File: src/rtl/i2cx_pkg.sv
package i2cx_pkg;
  typedef enum logic [2:0] {
    ST_IDLE,
    ST_START,
    ST_BIT,
    ST_HOLD,
    ST_STOP
  } seq_state_t;

  localparam logic [1:0] RA_DATA = 2'd0;
  localparam logic [1:0] RA_CMD  = 2'd1;
  localparam logic [1:0] RA_CTRL = 2'd2;
  localparam logic [1:0] RA_CFG  = 2'd3;

  localparam int CMD_GO_BIT   = 0;
  localparam int CMD_HALT_BIT = 1;
  localparam int BYTE_W       = 8;
endpackage

File: src/rtl/i2cx_regs.sv
module i2cx_regs
  import i2cx_pkg::*;
(
  input  logic              clk,
  input  logic              rst_n,
  input  logic              we,
  input  logic [1:0]        addr,
  input  logic [BYTE_W-1:0] wdata,
  output logic [BYTE_W-1:0] rdata,
  input  logic              busy,
  input  logic              last_bit,
  input  logic              armed,
  output logic              en,
  output logic              fast,
  output logic              ackchk,
  output logic [BYTE_W-1:0] data,
  output logic              start_req,
  output logic              stop_req,
  output logic              byte_req
);
  logic wr_data, wr_cmd, wr_ctrl, wr_cfg;

  assign wr_data = we && (addr == RA_DATA);
  assign wr_cmd  = we && (addr == RA_CMD);
  assign wr_ctrl = we && (addr == RA_CTRL);
  assign wr_cfg  = we && (addr == RA_CFG);

  always_ff @(posedge clk or negedge rst_n) begin
    if (!rst_n) begin
      data      <= '0;
      en        <= 1'b0;
      fast      <= 1'b0;
      ackchk    <= 1'b0;
      start_req <= 1'b0;
      stop_req  <= 1'b0;
      byte_req  <= 1'b0;
    end else begin
      start_req <= wr_cmd && wdata[CMD_GO_BIT];
      stop_req  <= wr_cmd && wdata[CMD_HALT_BIT];
      byte_req  <= wr_data;
      if (wr_data) data <= wdata;
      if (wr_ctrl) en <= wdata[0];
      if (wr_cfg) begin
        fast   <= wdata[0];
        ackchk <= wdata[1];
      end
    end
  end

  always_comb begin
    unique case (addr)
      RA_DATA: rdata = data;
      RA_CMD:  rdata = {5'b0, armed, last_bit, busy};
      RA_CTRL: rdata = {7'b0, en};
      default: rdata = {6'b0, ackchk, fast};
    endcase
  end
endmodule

File: src/rtl/i2cx_clkdiv.sv
module i2cx_clkdiv #(
  parameter int Q_STD  = 312,
  parameter int Q_FAST = 78
) (
  input  logic clk,
  input  logic rst_n,
  input  logic run,
  input  logic fast,
  output logic tick
);
  localparam int QMAX = (Q_STD > Q_FAST) ? Q_STD : Q_FAST;
  localparam int CW   = $clog2(QMAX) + 1;
  localparam logic [CW-1:0] LIM_S = CW'(Q_STD - 1);
  localparam logic [CW-1:0] LIM_F = CW'(Q_FAST - 1);

  logic [CW-1:0] cnt, cnt_n, lim;

  assign lim  = fast ? LIM_F : LIM_S;
  assign tick = run && (cnt == lim);

  always_comb begin
    if (!run || tick) cnt_n = '0;
    else              cnt_n = cnt + {{(CW-1){1'b0}}, 1'b1};
  end

  always_ff @(posedge clk or negedge rst_n) begin
    if (!rst_n) cnt <= '0;
    else        cnt <= cnt_n;
  end
endmodule

File: src/rtl/i2cx_seq.sv
module i2cx_seq
  import i2cx_pkg::*;
(
  input  logic              clk,
  input  logic              rst_n,
  input  logic              tick,
  input  logic              en,
  input  logic              ackchk,
  input  logic              start_req,
  input  logic              stop_req,
  input  logic              byte_req,
  input  logic [BYTE_W-1:0] data,
  input  logic              sda_i,
  output logic              scl_o,
  output logic              sda_o,
  output logic              irq,
  output logic              busy,
  output logic              last_bit,
  output logic              armed,
  output logic              run,
  output logic              bit_active
);
  localparam logic [3:0] ACK_IDX = 4'(BYTE_W);

  seq_state_t        st, st_n;
  logic [1:0]        ph, ph_n;
  logic [3:0]        bitn, bit_n;
  logic [BYTE_W-1:0] sh, sh_n;
  logic              arm_n, lock, lock_n, lb_n, irq_n;

  always_comb begin
    st_n   = st;
    ph_n   = ph;
    bit_n  = bitn;
    sh_n   = sh;
    arm_n  = armed;
    lock_n = lock;
    lb_n   = last_bit;
    irq_n  = 1'b0;
    unique case (st)
      ST_IDLE: begin
        if (start_req && en) begin
          st_n   = ST_START;
          ph_n   = 2'd0;
          sh_n   = data;
          arm_n  = 1'b0;
          lock_n = 1'b0;
        end
      end
      ST_START: begin
        if (stop_req) arm_n = 1'b1;
        if (tick) begin
          ph_n = ph + 2'd1;
          if (ph == 2'd3) begin
            st_n  = ST_BIT;
            bit_n = 4'd0;
          end
        end
      end
      ST_BIT: begin
        if (stop_req) arm_n = 1'b1;
        if (tick) begin
          ph_n = ph + 2'd1;
          if (ph == 2'd1 && bitn == ACK_IDX) lb_n = sda_i;
          if (ph == 2'd3) begin
            if (bitn == ACK_IDX) begin
              irq_n = 1'b1;
              if (arm_n) begin
                st_n = ST_STOP;
              end else begin
                st_n   = ST_HOLD;
                lock_n = ackchk && last_bit;
              end
            end else begin
              bit_n = bitn + 4'd1;
              sh_n  = {sh[BYTE_W-2:0], 1'b0};
            end
          end
        end
      end
      ST_HOLD: begin
        if (stop_req) begin
          st_n = ST_STOP;
          ph_n = 2'd0;
        end else if (byte_req && !lock) begin
          st_n  = ST_BIT;
          ph_n  = 2'd0;
          bit_n = 4'd0;
          sh_n  = data;
        end
      end
      ST_STOP: begin
        if (tick) begin
          ph_n = ph + 2'd1;
          if (ph == 2'd3) begin
            st_n   = ST_IDLE;
            arm_n  = 1'b0;
            lock_n = 1'b0;
          end
        end
      end
      default: st_n = ST_IDLE;
    endcase
  end

  always_ff @(posedge clk or negedge rst_n) begin
    if (!rst_n) begin
      st       <= ST_IDLE;
      ph       <= 2'd0;
      bitn     <= 4'd0;
      sh       <= '0;
      armed    <= 1'b0;
      lock     <= 1'b0;
      last_bit <= 1'b0;
      irq      <= 1'b0;
    end else begin
      st       <= st_n;
      ph       <= ph_n;
      bitn     <= bit_n;
      sh       <= sh_n;
      armed    <= arm_n;
      lock     <= lock_n;
      last_bit <= lb_n;
      irq      <= irq_n;
    end
  end

  always_comb begin
    unique case (st)
      ST_START: begin scl_o = (ph != 2'd3); sda_o = (ph == 2'd0); end
      ST_BIT:   begin scl_o = ph[1]; sda_o = (bitn == ACK_IDX) ? 1'b1 : sh[BYTE_W-1]; end
      ST_HOLD:  begin scl_o = 1'b0; sda_o = 1'b0; end
      ST_STOP:  begin scl_o = (ph != 2'd0); sda_o = ph[1]; end
      default:  begin scl_o = 1'b1; sda_o = 1'b1; end
    endcase
  end

  assign busy       = (st != ST_IDLE);
  assign run        = (st == ST_START) || (st == ST_BIT) || (st == ST_STOP);
  assign bit_active = (st == ST_BIT);
endmodule

File: src/rtl/i2c_byte_master.sv
module i2c_byte_master
  import i2cx_pkg::*;
#(
  parameter int Q_STD  = 312,
  parameter int Q_FAST = 78
) (
  input  logic       clk,
  input  logic       rst_n,
  input  logic       reg_we,
  input  logic [1:0] reg_addr,
  input  logic [7:0] reg_wdata,
  output logic [7:0] reg_rdata,
  input  logic       sda_i,
  output logic       scl_o,
  output logic       sda_o,
  output logic       irq_o
);
  logic [1:0]        rst_sync;
  logic              rst_q_n;
  logic              en_w, fast_w, ackchk_w, start_w, stop_w, byte_w;
  logic              busy_w, last_w, armed_w, run_w, bit_act_w, tick_w;
  logic [BYTE_W-1:0] data_w;

  always_ff @(posedge clk or negedge rst_n) begin
    if (!rst_n) rst_sync <= 2'b00;
    else        rst_sync <= {rst_sync[0], 1'b1};
  end
  assign rst_q_n = rst_sync[1];

  i2cx_regs u_regs (
    .clk(clk), .rst_n(rst_q_n), .we(reg_we), .addr(reg_addr),
    .wdata(reg_wdata), .rdata(reg_rdata), .busy(busy_w),
    .last_bit(last_w), .armed(armed_w), .en(en_w), .fast(fast_w),
    .ackchk(ackchk_w), .data(data_w), .start_req(start_w),
    .stop_req(stop_w), .byte_req(byte_w)
  );

  i2cx_clkdiv #(.Q_STD(Q_STD), .Q_FAST(Q_FAST)) u_div (
    .clk(clk), .rst_n(rst_q_n), .run(run_w), .fast(fast_w), .tick(tick_w)
  );

  i2cx_seq u_seq (
    .clk(clk), .rst_n(rst_q_n), .tick(tick_w), .en(en_w),
    .ackchk(ackchk_w), .start_req(start_w), .stop_req(stop_w),
    .byte_req(byte_w), .data(data_w), .sda_i(sda_i), .scl_o(scl_o),
    .sda_o(sda_o), .irq(irq_o), .busy(busy_w), .last_bit(last_w),
    .armed(armed_w), .run(run_w), .bit_active(bit_act_w)
  );
endmodule

File: config.mk
export PLATFORM = sky130hd
export DESIGN_NAME = i2c_byte_master
export DESIGN_NICKNAME = d
export VERILOG_FILES = /design/src/rtl/i2cx_pkg.sv /design/src/rtl/i2cx_regs.sv /design/src/rtl/i2cx_clkdiv.sv /design/src/rtl/i2cx_seq.sv /design/src/rtl/i2c_byte_master.sv
export SDC_FILE = /design/constraint.sdc
export NUM_CORES = 1
export LEC_CHECK = 0
export ABC_AREA = 1
export BUFFER_PORTS_ARGS = -buffer_cell sky130_fd_sc_hd__buf_2
export CAP_MARGIN = 20
export CORE_MARGIN = 2
export CORE_UTILIZATION = 55
export DETAILED_ROUTE_END_ITERATION = 10
export HOLD_SLACK_MARGIN = 0.03
export PLACE_DENSITY = 0.75
export SLEW_MARGIN = 20
export SYNTH_ARGS = -nofsm -noshare
export SYNTH_HDL_FRONTEND = slang
export SYNTH_SLANG_ARGS = --single-unit
File: constraint.sdc
create_clock -name clk -period 2.55 [get_ports clk]
set_clock_uncertainty 0.2 [all_clocks]
set_input_delay 0.6375 -clock clk [delete_from_list [all_inputs] [get_ports clk]]
set_output_delay 0.6375 -clock clk [all_outputs]
set_load 0.01 [all_outputs]
==> results of run 1 <==
==> per-layer routing <==
layer | part of all wire | track usage | wire [microns]
met1 | 0.46 | 0.297 | 2510
met2 | 0.48 | 0.382 | 2640
met3 | 0.043 | 0.0456 | 236
met4 | 0.012 | 0.0823 | 66
met5 | 0 | 0 | 0
==> sequential cells by signal, indices dropped and copies added, names as in the netlist, 2 cells and up <==
| name | count |
|---|---|
| rst_sync | 2 |
| u_div.cnt | 10 |
| u_seq.ph | 2 |
| u_seq.sh | 8 |
| u_regs.data | 8 |
| u_seq.bitn | 4 |
| u_seq.st | 3 |
==> final cells by class <==
class,instances,area [sq um]
Clock buffer,7,86.3
Clock inverter,1,8.76
Fill cell,412,1690
Inverter,40,150
Multi-Input combinational cell,242,1270
Sequential cell,47,1180
Tap cell,54,67.6
Timing Repair Buffer,35,210
==> critical path, stage by stage (launching register included) <==
cell and delay, ps:
dfrtp_2 450, inv_2 120, nand2_4 110, nor2_8 150, inv_2 50, nand3_2 80
or2_1 130, o2111ai_1 100, buf_2 150
==> stage by stage <==
step | instances | hold WS [ps] | utilization
2_1_floorplan | 334 | 131 | -
3_3_place_gp | 409 | 20.6 | 0.598
3_5_place_dp | 409 | 19.8 | 0.598
4_1_cts | 425 | 119 | 0.635
5_1_grt | 426 | 147 | 0.637
6_report | 426 | 94.5 | 0.637
==> cell usage after synthesis <==
library cell | count | share of area
a21oi_1 | 5 | 0.0095
a21oi_2 | 1 | 0.0033
a21oi_4 | 2 | 0.012
buf_2 | 1 | 0.0019
buf_4 | 2 | 0.0057
buf_6 | 2 | 0.0086
clkbuf_1 | 1 | 0.0014
conb_1 | 1 | 0.0014
dfrtp_1 | 47 | 0.45
ha_1 | 6 | 0.029
inv_1 | 34 | 0.049
inv_2 | 6 | 0.0086
nand2_1 | 105 | 0.15
nand2_2 | 4 | 0.0095
nand2_4 | 2 | 0.0086
nand3_1 | 24 | 0.046
nand3_2 | 1 | 0.0038
nand3_4 | 1 | 0.0067
nand3b_1 | 4 | 0.011
nand4_1 | 6 | 0.014
nor2_1 | 24 | 0.034
nor2_2 | 2 | 0.0048
nor2_8 | 1 | 0.0076
nor3_1 | 5 | 0.0095
nor3_2 | 5 | 0.019
nor3b_2 | 1 | 0.0048
nor4_1 | 1 | 0.0024
o2111ai_1 | 3 | 0.010
o21ai_0 | 22 | 0.042
o21ai_1 | 8 | 0.015
o221ai_1 | 1 | 0.0033
o31ai_1 | 1 | 0.0029
or2_1 | 2 | 0.0048
xor2_1 | 3 | 0.010
==> power groups by stage <==
stage	clock network [mW]	logic, mW	registers, mW
floorplan	0	0.924	0.984
global placement	0	1.08	1.02
detailed placement	0	1.10	1.03
CTS	0.484	1.20	1.00
global route	0.507	1.36	1.02
finish	0.471	1.21	1.01
==> worst max-delay path by stage <==
stage / to / cells past startpoint
after floorplan: sda_o / 6
after global placement: sda_o / 8
after detailed placement: sda_o / 8
after CTS: sda_o / 8
after global routing: sda_o / 7
final: sda_o / 8
==> cells by family after synthesis <==
| group | share of synthesized area |
|---|---|
| AO/OA/AOI/OAI | 0.0988 |
| XOR/XNOR | 0.0100 |
| adder cells (fa/ha/maj) | 0.0286 |
| buffers and inverters | 0.0749 |
| flip-flops | 0.448 |
| other | 0.00143 |
| AND/OR/NAND/NOR | 0.338 |
==> repair_timing <==
| action | 4_1_cts | 5_1_grt |
|---|---|---|
| resized for setup | 2 | 3 |
| buffers inserted | 4 | 1 |
| endpoints found under the hold margin | 12 | 0 |
| gates cloned | 1 | 0 |
| pin swaps | 1 | 0 |
| hold buffers | 3 | 0 |
| endpoints found under the setup margin | 2 | 2 |
==> results.json, run 1 <==
{
  "outcome": "complete, no violations",
  "max_clock_freq_ghz": 0.405,
  "p_int_mw": 1.52,
  "die_width_microns": 73.1,
  "cts_buffer_depth": 2,
  "worst-setup-path-type": "reg2out",
  "leakagePower_nw": 1.50,
  "synth_nets": 354,
  "die_h_microns": 73.1,
  "r2r-start": "u_seq.st[2]",
  "finalHoldViolations": 0,
  "drive_gt1_frac": 0.188,
  "initial_utilization": 0.563,
  "powerDensity_nw_per_um2": 905,
  "gp_congestion": 0.899,
  "postPlaceCellArea_sq_um": 2790,
  "die-area_sq_um": 5340,
  "final_common_cell": "nand2_1",
  "area_delta_synth_final_pct": 13.3,
  "antenna_found_initial": 0,
  "rsz0062_at_grt": "false",
  "dpl_worst_slack_ps": 219,
  "port_buffers": 24,
  "rows": 25,
  "cts_buffers": 5,
  "period_needed_ps": 2470,
  "ant_nets": 0,
  "grt_pass1_wl_microns": 9540,
  "cts_sinks": 47,
  "clkPwrFrac": 0.175,
  "syn_area_sq_um": 2620,
  "crit_required_ps": 1710,
  "yosysSeqAreaShare": 0.448,
  "setup_tns_ps": 0,
  "num_vias": 2282,
  "crit_path_start_kind": "register",
  "r2r-end": "u_seq.st[2]",
  "io_pins": 25,
  "nets": 391,
  "cts.htree.levels": 2,
  "peakVddDrop_uv": 443,
  "drt_iter0_markers": 138,
  "insertion_delay_ps": 310,
  "ff2ff_path_depth": 10,
  "dr.pass1.iters": 4,
  "fin_crit_sh": 0.967,
  "setup_violations": 0,
  "overflow": 0,
  "wl_microns": 5450,
  "hpwl_microns": 3950,
  "cap_violations": 0,
  "drv_slew": 0,
  "mostFrequentLayoutCells": "nand2_1, dfrtp_1, inv_1",
  "viasPerCell": 5.36,
  "drc": 0,
  "worstSetupEndpointType": "output pin",
  "switching_power_mw": 1.16,
  "grt_pass1_vias": 2172,
  "crit_start": "u_seq.st[2]",
  "pwr-share-seq": 0.374,
  "wire_per_inst_microns": 12.8,
  "hold_path_class": "reg2async",
  "ys_types": 34,
  "crit_arrival_ps": 1630,
  "synth_warnings": 0,
  "avgSynthCellArea_sq_um": 7.85,
  "cp_max_fo": 5,
  "setup_slack_ps": 83.9,
  "cts_tree": "yes",
  "clkTransAtPathRegs_ps": 90,
  "synth-seq-cells": 47,
  "grt_use_total": 0.230,
  "switching_share": 0.432,
  "core_sq_um": 4660,
  "power_mw": 2.69,
  "diodes": 0,
  "grt_max_degree": 27,
  "final_area_sq_um": 2970,
  "power_frac_comb": 0.450,
  "reg2reg_slack_ps": 520,
  "synthCells": 334,
  "clockRootBuffer": "clkbuf_8"
}
Power figures use the tool's default switching activity.
==> run 2: changes to the inputs <==
--- a/config.mk
+++ b/config.mk
@@ -8,7 +8,6 @@
 export ABC_AREA = 1
 export BUFFER_PORTS_ARGS = -buffer_cell sky130_fd_sc_hd__buf_2
 export CAP_MARGIN = 20
-export CORE_MARGIN = 2
 export CORE_UTILIZATION = 55
 export DETAILED_ROUTE_END_ITERATION = 10
 export HOLD_SLACK_MARGIN = 0.03
==> run 2 against run 1 <==
The run now ends with DRC left. Maximum frequency up 1.0%. Clock power up 21%. Power up 4.0%. Die area down 5.4%.
==> results.json, run 2 (synthesis results as in run 1) <==
{
  "crit_start": "u_seq.st[1]",
  "n_fill_cell": 372,
  "reg2reg_slack_ps": 450,
  "postLayoutCoreUtil": 0.665,
  "worst-setup-path-type": "reg2out",
  "core_sq_um": 4470,
  "r2r-start": "u_seq.st[1]",
  "whs_ps": 154,
  "crit_buf_inv": 2,
  "grt_max_degree": 46,
  "die-area_sq_um": 5050,
  "crit_path_start_kind": "register",
  "switching_share": 0.414,
  "clkPwrFrac": 0.205,
  "nets": 390,
  "crit_required_ps": 1710,
  "die_h_microns": 71.1,
  "drive_gt1_frac": 0.197,
  "viasPerCell": 5.39,
  "grt_use_total": 0.245,
  "reg.largest.list": "u_div.cnt: 10 flops, u_regs.data: 8 flops, u_seq.sh: 8 flops",
  "clockRootBuffer": "clkbuf_8",
  "diodes": 0,
  "drv_slew": 0,
  "worstSetupEndpointType": "output pin",
  "max_clock_freq_ghz": 0.410,
  "cap_violations": 0,
  "cp_max_fo": 5,
  "insertion_delay_ps": 310,
  "fin_crit_sh": 0.957,
  "crit_arrival_ps": 1600,
  "ff2ff_path_depth": 10,
  "cts_buffer_depth": 2,
  "cts_sinks": 47,
  "max_stage_delay_ps": 470,
  "pwr-share-seq": 0.364,
  "p_int_mw": 1.64,
  "ant_nets": 0,
  "powerDensity_nw_per_um2": 940,
  "antenna_found_initial": 0,
  "largest_reg_flops": 10,
  "grt_pass1_vias": 2137,
  "finalHoldViolations": 0,
  "slowest_stage": "dfrtp_2",
  "setup_tns_ps": 0,
  "dr.pass1.iters": 7,
  "drc": 2,
  "gp_congestion": 0.880,
  "hold_start": "rst_sync[0]",
  "mostFrequentLayoutCells": "nand2_1, dfrtp_1, inv_1",
  "die_width_microns": 71.1,
  "switching_power_mw": 1.16,
  "setup_violations": 0,
  "overflow": 0,
  "cts_buffers": 5,
  "violations": "DRC",
  "rows": 24,
  "path_delay_family": "simple AND/OR/NAND/NOR gates",
  "peakVddDrop_uv": 468,
  "initial_utilization": 0.586,
  "outcome": "finished, violations left",
  "tightest_slew_ps": 951,
  "cts.htree.levels": 2,
  "hold_path_class": "reg2reg",
  "final_common_cell": "nand2_1",
  "cts_tree": "yes",
  "port_buffers": 24,
  "power_mw": 2.80,
  "clkTransAtPathRegs_ps": 90,
  "wire_per_inst_microns": 12.8,
  "drt_iter0_markers": 242,
  "power_frac_comb": 0.431,
  "num_vias": 2282,
  "holdPathStages": 0,
  "critical_path_depth": 7,
  "period_needed_ps": 2440,
  "dpl_worst_slack_ps": 288,
  "setup_slack_ps": 109,
  "grt_pass1_wl_microns": 9540,
  "area_delta_synth_final_pct": 13.4,
  "hpwl_microns": 3960,
  "leakagePower_nw": 1.51,
  "wl_microns": 5420,
  "io_pins": 25,
  "top_register": "u_div.cnt",
  "relSlewSlack": 0.366,
  "worstPathCellList": "nand2_4, nor2_8, inv_2, nand3_2, or2_1, o2111ai_1, buf_2"
}
==> run 2: layout make-up <==
cell class | instances | area [sq um] | area share
Multi-Input combinational cell | 241 | 1250 | 0.422
Tap cell | 52 | 65.1 | 0.0219
Sequential cell | 47 | 1180 | 0.397
Clock buffer | 6 | 82.6 | 0.0278
Clock inverter | 2 | 35.0 | 0.0118
Timing Repair Buffer | 35 | 205 | 0.0690
Inverter | 40 | 150 | 0.0505
==> run 2: worst paths after layout <==
path | end
min in group asynchronous | u_div.cnt[1]
max | scl_o
max in group asynchronous | u_seq.st[1]
min | rst_sync[1]
max reg2reg | u_seq.sh[0]
min reg2reg | rst_sync[1]
==> run 2: layer usage <==
layer	vias up	GRT usage	share of wire
met5	-	0	0
met2	64	0.400	0.46
met1	1061	0.332	0.48
met3	8	0.0499	0.048
met4	0	0.0778	0.015
li1	1149	-	-
==> run 2: worst reg2reg max path, cell delays in order, from the launching register on <==
cell and delay, ps:
dfrtp_2 470, nand2_4 140, nor2_8 60, buf_4 140, buf_4 180, nand2_2 90
nand2_1 90, a21oi_4 340, nand2_4 150, nand2_1 100, nand2_1 50
==> run 2: per-stage QoR <==
step,area (sq um),cells
finish,2970,423
global route,2970,423
floorplan,2620,334
detailed placement,2790,408
CTS,2940,419
global placement,2790,408
==> run 2: what timing repair did <==
item / 4_1_cts / 5_1_grt
pin swaps: 1 / 0
hold endpoints to repair: 2 / 0
hold buffers: 1 / 0
gates resized for setup: 1 / 4
endpoints found under the setup margin: 2 / 2
cloned: 0 / 0
buffers inserted: 2 / 4
==> run 2: power by group through the flow <==
stage | logic (mW) | registers (mW) | clock network (mW)
after floorplan | 0.924 | 0.984 | 0
after global placement | 1.10 | 1.03 | 0
after detailed placement | 1.13 | 1.03 | 0
after CTS | 1.16 | 1.02 | 0.576
after global routing | 1.38 | 1.04 | 0.608
final | 1.21 | 1.02 | 0.572
